### src/rtl/rxdma_pkg.sv
package rxdma_pkg;

    localparam int STAT_W     = 8;
    localparam int BIT_NEMPTY = 3;
    localparam int BIT_FLUSH  = 2;
    localparam int BIT_RXMON  = 1;
    localparam int BIT_FBUSY  = 0;

    typedef struct packed {
        logic fbusy;
        logic flush;
    } ctl_state_t;

    typedef struct packed {
        logic active;
        logic busy_sel;
        logic irq;
    } pkt_state_t;

endpackage

### src/rtl/rxdma_ctl_reg.sv
module rxdma_ctl_reg (
    input  logic clk,
    input  logic rst_n,
    input  logic wr_en,
    input  logic wr_fbusy,
    input  logic wr_flush,
    output logic fbusy,
    output logic flush
);
    import rxdma_pkg::*;

    ctl_state_t st_d, st_q;

    always_comb begin
        st_d       = st_q;
        st_d.flush = 1'b0;
        if (wr_en) begin
            st_d.fbusy = wr_fbusy;
            st_d.flush = wr_flush;
        end
    end

    always_ff @(posedge clk or negedge rst_n) begin
        if (!rst_n) st_q <= '0;
        else        st_q <= st_d;
    end

    assign fbusy = st_q.fbusy;
    assign flush = st_q.flush;

    AST_FLUSH_ONE_CYCLE: assert property (@(posedge clk) disable iff (!rst_n)
        flush |=> !flush);
    AST_FLUSH_FROM_WRITE: assert property (@(posedge clk) disable iff (!rst_n)
        (wr_en && wr_flush) |=> flush);

endmodule

### src/rtl/rxdma_fifo_level.sv
module rxdma_fifo_level #(
    parameter int FIFO_DEPTH = 16
) (
    input  logic clk,
    input  logic rst_n,
    input  logic push,
    input  logic pop,
    input  logic flush,
    output logic nonempty
);
    localparam int CNT_W = $clog2(FIFO_DEPTH + 1);
    localparam logic [CNT_W-1:0] FULL_CNT = CNT_W'(FIFO_DEPTH);

    logic [CNT_W-1:0] cnt_d, cnt_q;
    logic do_push, do_pop;

    always_comb begin
        do_push = push && (cnt_q != FULL_CNT);
        do_pop  = pop  && (cnt_q != '0);
        cnt_d   = cnt_q;
        if (flush)                  cnt_d = '0;
        else if (do_push && !do_pop) cnt_d = cnt_q + 1'b1;
        else if (do_pop && !do_push) cnt_d = cnt_q - 1'b1;
    end

    always_ff @(posedge clk or negedge rst_n) begin
        if (!rst_n) cnt_q <= '0;
        else        cnt_q <= cnt_d;
    end

    assign nonempty = (cnt_q != '0);

    AST_FLUSH_EMPTIES: assert property (@(posedge clk) disable iff (!rst_n)
        flush |=> !nonempty);
    AST_PUSH_FILLS: assert property (@(posedge clk) disable iff (!rst_n)
        (push && !pop && !flush) |=> nonempty);
    AST_NO_OVERFLOW: assert property (@(posedge clk) disable iff (!rst_n)
        cnt_q <= FULL_CNT);
    AST_NO_UNDERFLOW: assert property (@(posedge clk) disable iff (!rst_n)
        (!nonempty && !push) |=> !nonempty);

endmodule

### src/rtl/rxdma_pkt_ctl.sv
module rxdma_pkt_ctl (
    input  logic clk,
    input  logic rst_n,
    input  logic fbusy,
    input  logic sop,
    input  logic eop,
    input  logic crc_ok,
    input  logic irq_ack,
    output logic active,
    output logic busy_sel,
    output logic irq
);
    import rxdma_pkg::*;

    pkt_state_t st_d, st_q;

    always_comb begin
        st_d = st_q;
        if (sop) begin
            st_d.busy_sel = fbusy;
            st_d.active   = !fbusy;
        end else if (eop) begin
            st_d.active = 1'b0;
        end
        if (irq_ack) st_d.irq = 1'b0;
        if (eop && st_q.active && crc_ok) st_d.irq = 1'b1;
    end

    always_ff @(posedge clk or negedge rst_n) begin
        if (!rst_n) st_q <= '0;
        else        st_q <= st_d;
    end

    assign active   = st_q.active;
    assign busy_sel = st_q.busy_sel;
    assign irq      = st_q.irq;

    AST_NO_NESTED_SOP: assert property (@(posedge clk) disable iff (!rst_n)
        active |-> !sop);
    AST_DECISION_HELD: assert property (@(posedge clk) disable iff (!rst_n)
        !sop |=> $stable(busy_sel));
    AST_REFUSED_IDLE: assert property (@(posedge clk) disable iff (!rst_n)
        (sop && fbusy) |=> (!active && busy_sel));
    AST_IRQ_STICKY: assert property (@(posedge clk) disable iff (!rst_n)
        (irq && !irq_ack) |=> irq);
    AST_IRQ_ONLY_GOOD: assert property (@(posedge clk) disable iff (!rst_n)
        (!irq && !(eop && active && crc_ok)) |=> !irq);
    AST_FINISH_UNDER_BUSY: assert property (@(posedge clk) disable iff (!rst_n)
        (active && fbusy && eop && crc_ok) |=> irq);

endmodule

### src/rtl/rxdma_ctl.sv
module rxdma_ctl #(
    parameter int FIFO_DEPTH = 16
) (
    input  logic       clk,
    input  logic       rst_n,
    input  logic       reg_wr_en,
    input  logic [7:0] reg_wr_data,
    output logic [7:0] reg_rd_data,
    input  logic       fifo_push,
    input  logic       fifo_pop,
    output logic       fifo_clr,
    input  logic       rx_sop,
    input  logic       rx_eop,
    input  logic       eop_crc_ok,
    output logic       ack_busy,
    input  logic       irq_ack,
    output logic       dma_done_irq
);
    import rxdma_pkg::*;

    logic fbusy, flush, nonempty, active;
    logic unused_wr_bits;

    assign unused_wr_bits = ^{reg_wr_data[7:4], reg_wr_data[BIT_NEMPTY], reg_wr_data[BIT_RXMON]};

    rxdma_ctl_reg u_reg (
        .clk      (clk),
        .rst_n    (rst_n),
        .wr_en    (reg_wr_en),
        .wr_fbusy (reg_wr_data[BIT_FBUSY]),
        .wr_flush (reg_wr_data[BIT_FLUSH]),
        .fbusy    (fbusy),
        .flush    (flush)
    );

    rxdma_fifo_level #(.FIFO_DEPTH(FIFO_DEPTH)) u_level (
        .clk      (clk),
        .rst_n    (rst_n),
        .push     (fifo_push),
        .pop      (fifo_pop),
        .flush    (flush),
        .nonempty (nonempty)
    );

    rxdma_pkt_ctl u_pkt (
        .clk      (clk),
        .rst_n    (rst_n),
        .fbusy    (fbusy),
        .sop      (rx_sop),
        .eop      (rx_eop),
        .crc_ok   (eop_crc_ok),
        .irq_ack  (irq_ack),
        .active   (active),
        .busy_sel (ack_busy),
        .irq      (dma_done_irq)
    );

    always_comb begin
        reg_rd_data             = '0;
        reg_rd_data[BIT_NEMPTY] = nonempty;
        reg_rd_data[BIT_RXMON]  = active;
        reg_rd_data[BIT_FBUSY]  = fbusy;
    end

    assign fifo_clr = flush;

    AST_RESERVED_ZERO: assert property (@(posedge clk) disable iff (!rst_n)
        (reg_rd_data[7:4] == 4'h0) && !reg_rd_data[BIT_FLUSH]);

endmodule

### config.mk
export PLATFORM = sky130hd
export DESIGN_NAME = rxdma_ctl
export DESIGN_NICKNAME = d
export VERILOG_FILES = /design/src/rtl/rxdma_pkg.sv /design/src/rtl/rxdma_ctl_reg.sv /design/src/rtl/rxdma_fifo_level.sv /design/src/rtl/rxdma_pkt_ctl.sv /design/src/rtl/rxdma_ctl.sv
export SDC_FILE = /design/constraint.sdc
export NUM_CORES = 1
export LEC_CHECK = 0
export CAP_MARGIN = 20
export CORE_MARGIN = 10
export CORE_UTILIZATION = 37
export CTS_CLUSTER_SIZE = 40
export DETAILED_ROUTE_END_ITERATION = 16
export GPL_TIMING_DRIVEN = 0
export HOLD_SLACK_MARGIN = 0.06
export MAX_ROUTING_LAYER = met4
export PLACE_DENSITY = 0.76
export SLEW_MARGIN = 10
export SYNTH_ARGS = -nofsm -noshare
export SYNTH_HDL_FRONTEND = slang
export SYNTH_SLANG_ARGS = --single-unit
### constraint.sdc
create_clock -name clk -period 2.5 [get_ports clk]
set_input_delay 0.5 -clock clk [delete_from_list [all_inputs] [get_ports clk]]
set_output_delay 0.5 -clock clk [all_outputs]
set_load 0.01 [all_outputs]
==> parameters.txt <==
Parameter                              Value

Synthesis
  Mean post-synth cell area    10.66 um2
  Cell count after synthesis    65
  Share of the yosys chip area belonging to registers    36.10%
  Most used flip-flop cell after synthesis    sky130_fd_sc_hd__dfrtp_1
  Synth warnings    0
  Number of enable-type register cells in the synthesized netlist    0
  Synth top cells by count    sky130_fd_sc_hd__dfrtp_1 (10), sky130_fd_sc_hd__buf_4 (8), sky130_fd_sc_hd__nand2_1 (6)
  Fraction of synthesis flops using an asynchronous set or reset pin    100.0%
  Cell accounting for the most synthesized area    sky130_fd_sc_hd__dfrtp_1
  Total of flip-flops plus latches after synthesis    10
  Yosys top cell area share    36.10%
  Post-synth cell types    29
  Post-synth design cell area    693.2 um2
  Largest cells by area after synthesis    sky130_fd_sc_hd__dfrtp_1 (36%), sky130_fd_sc_hd__buf_4 (8.7%), sky130_fd_sc_hd__ha_1 (7.2%), sky130_fd_sc_hd__mux2i_1 (5.8%), sky130_fd_sc_hd__mux2_2 (4.9%)
  Most repeated cell in the gate-level netlist after synthesis    sky130_fd_sc_hd__dfrtp_1

Drt
  DR vias/cell    4.762
  Initial DRT Pass Iterations    4
  DRC    0
  Residual antenna-violating net count after detailed routing    0
  Via total after detailed routing    581
  Mean routed wirelength per cell    12.27 um
  Total length of routed wires    1497 um
  DRC violation total after the first TritonRoute iteration    5

Power
  Power density over the cells    928.4 nW/um2
  Total power draw    0.9316 mW
  Cell leakage power    0.4771 nW
  Maximum vdd drop    0.0004381 V

Placed design
  Final HPWL DP    1148 um
  Place WS    -0.2991 ns
  Gp weighted congestion    0.8539
  Cells after DPL    110
  Placed cell areas    902.1 um2
  Port Buffer Count    16

Global route
  Pin count of the biggest net entering global routing    11
  Total routing usage reported by global routing    7.689%
  Vias in the first global route    601
  Remaining global-route overflow    0
  Wire length of the first global-routing pass    2490 um
  Number of antenna violations at the first check in global routing    0

Worst setup path
  Highest net fanout along the worst path    4
  CP cell instances    or3_4 > o31ai_4 > nand2_2 > fa_2 > a21o_1 > a21o_1 > or4b_1 > nand4b_1
  Arrival time reported for the critical path endpoint    2.79 ns
  End of the worst register-to-register path    u_level.cnt_q[4]$_DFFE_PN0P_
  Cell depth of the worst flop-to-flop path    8
  Cell type with the highest occurrence count on the critical path    sky130_fd_sc_hd__a21o_1
  Max stage delay cell, worst path    sky130_fd_sc_hd__or4b_1
  Launching point of the worst reg2reg path    u_level.cnt_q[2]$_DFFE_PN0P_
  CP required    2.70 ns
  Startpoint type of the worst setup path    flop
  Crit Path Class    flop to flop
  Worst reg-to-reg setup slack    -0.09 ns
  Largest stage delay on the critical path    0.48 ns
  Element type at the critical path end    flop

Clock tree
  TritonCTS clock tree    done
  Clock sink count    10
  Latest clock arrival within the worst-skew pair    0.26 ns
  H-Tree Level Count    1
  CTS Hold Buffers Added    0
  Clock root buffer master    sky130_fd_sc_hd__clkbuf_4
  Clock tree buffer depth    2
  Clock-pin transition on the worst setup and hold timing paths    0.07 ns
  Number of buffers inserted during clock tree synthesis    3

Timing
  Final period demand of the worst path    2.592 ns
  Final Slew Violations    0
  RSZ-0062 raised after global routing    true
  Worst clock skew    0.001774 ns
  Final setup violation count    1
  Peak clock frequency supported by timing    385.8 MHz
  Final worst-path setup slack    -0.09192 ns
  Total Negative Setup Slacks    -0.09192 ns
  Hold Vio Cnt, Final    0
  Final Cycle Share    103.7%

Outcome
  Violated checks    negative setup slack
  Outcome    finished with violations

Hold path
  Hold Path Class    flop to flop
  WHS Endpoint    u_pkt.busy_sel$_DFFE_PN0P_
  Count of cells along the worst hold path    1
  Critical hold path startpoint    u_pkt.busy_sel$_DFFE_PN0P_

Finish
  Final instance area    1003 um2
  Count of fill cells added during filler insertion    156
  # diodes    0
  Area taken by multi-input logic gates    391.6 um2
  Number of nets in the layout    120
  Area taken by flip-flops and latches    250.2 um2
  Share of post-route cells with drive strength above 1    29.90%
  Area Growth Syn to Fin    44.76%
  Count of placed standard cells in the final layout, fillers left out    122

Floorplan
  Placeable core region    1745 um2
  Die footprint    4005 um2
  Die outline width    63.29 um
  Initial core utilization    39.71%
  Cell Rows    15
  Die boundary height    63.29 um
  Number of top-level pins    28

Job
  Reported max-cap violation count    0
==> metrics by stage <==
step,util [%],hold WS (ns)
final,57.49,0.5135
after global routing,57.49,0.5374
after CTS,56.49,0.5159
after detailed placement,51.68,0.5000
after global placement,51.68,0.4920
after floorplan,-,0.2044
==> layer usage <==
metal	GRT usage [%]	up-vias	wire length (um)
met2	12.44	22	677
met3	3.710	5	130
met1	7.515	273	657
met4	4.098	0	31
li1	-	281	-
met5	-	-	0
==> worst max path at each step <==
stage	start	to	slack, ns	depth (start not counted)
global route	u_level.cnt_q[2]$_DFFE_PN0P_	u_level.cnt_q[4]$_DFFE_PN0P_	-0.17	8
CTS	u_level.cnt_q[3]$_DFFE_PN0P_	u_level.cnt_q[4]$_DFFE_PN0P_	-0.12	8
floorplan	u_level.cnt_q[0]$_DFFE_PN0P_	u_level.cnt_q[4]$_DFFE_PN0P_	-0.13	8
detailed placement	u_level.cnt_q[0]$_DFFE_PN0P_	u_level.cnt_q[4]$_DFFE_PN0P_	-0.30	8
finish	u_level.cnt_q[2]$_DFFE_PN0P_	u_level.cnt_q[4]$_DFFE_PN0P_	-0.09	8
global placement	u_level.cnt_q[0]$_DFFE_PN0P_	u_level.cnt_q[4]$_DFFE_PN0P_	-0.27	8
==> logic make-up after synthesis <==
group | count (synthesis) | synth area share (%)
multiplexers | 7 | 10.65
AO/OA/AOI/OAI | 10 | 13.18
adder cells (fa/ha/maj) | 5 | 10.11
other | 1 | 0.5410
flip-flops | 10 | 36.10
XOR/XNOR | 2 | 3.611
buffers and inverters | 11 | 10.29
AND/OR/NAND/NOR | 19 | 15.53
==> timing repair <==
action,in CTS,in global routing
setup buffers,6,2
setup endpoints to repair,2,2
endpoints found under the hold margin,0,0
pin swaps,2,6
gates resized for setup,1,1
==> sequential cells by signal, summed over array words and instances (netlist names) <==
name            flops
u_reg.fbusy         1
u_pkt.irq           1
u_reg.flush         1
u_level.cnt_q       5
u_pkt.busy_sel      1
u_pkt.active        1
==> report_power, final <==
group / switching (mW) / internal [mW] / total (mW) / leakage (nW)
sequential: 0.0503 / 0.208 / 0.258 / 0.125
combinational: 0.236 / 0.293 / 0.529 / 0.331
clock: 0.0561 / 0.0885 / 0.145 / 0.0210
==> worst max-delay path: cells and delay by family, from the launching register on <==
family          cells  cell delay, ns
flops               1            0.39
compound gates      3            0.59
fa+ha+maj           1            0.41
simple gates        4            1.13
==> area by class of cell <==
class                      count  area share [%]
buffer                         8           5.985
clock buffer                   4           3.616
inverter                       3           1.122
multi-input combinational     48           39.03
sequential                    10           24.94
tap                           25           3.117
timing repair buffer          24           22.19
==> cell usage in the layout, fill, tap and decap left out, types with 2 or more instances in the layout <==
cell type / instances
sky130_fd_sc_hd__nand2_1: 5
sky130_fd_sc_hd__a21o_1: 2
sky130_fd_sc_hd__a21oi_1: 2
sky130_fd_sc_hd__mux2i_1: 4
sky130_fd_sc_hd__o21ai_0: 2
sky130_fd_sc_hd__dfrtp_1: 10
sky130_fd_sc_hd__clkbuf_4: 3
sky130_fd_sc_hd__clkdlybuf4s50_1: 15
sky130_fd_sc_hd__mux2_2: 3
sky130_fd_sc_hd__conb_1: 5
sky130_fd_sc_hd__nand3_1: 2
sky130_fd_sc_hd__ha_1: 4
sky130_fd_sc_hd__inv_1: 3
sky130_fd_sc_hd__nor2_1: 2
sky130_fd_sc_hd__buf_4: 16
Note: power is estimated with default switching activity, not from simulation.
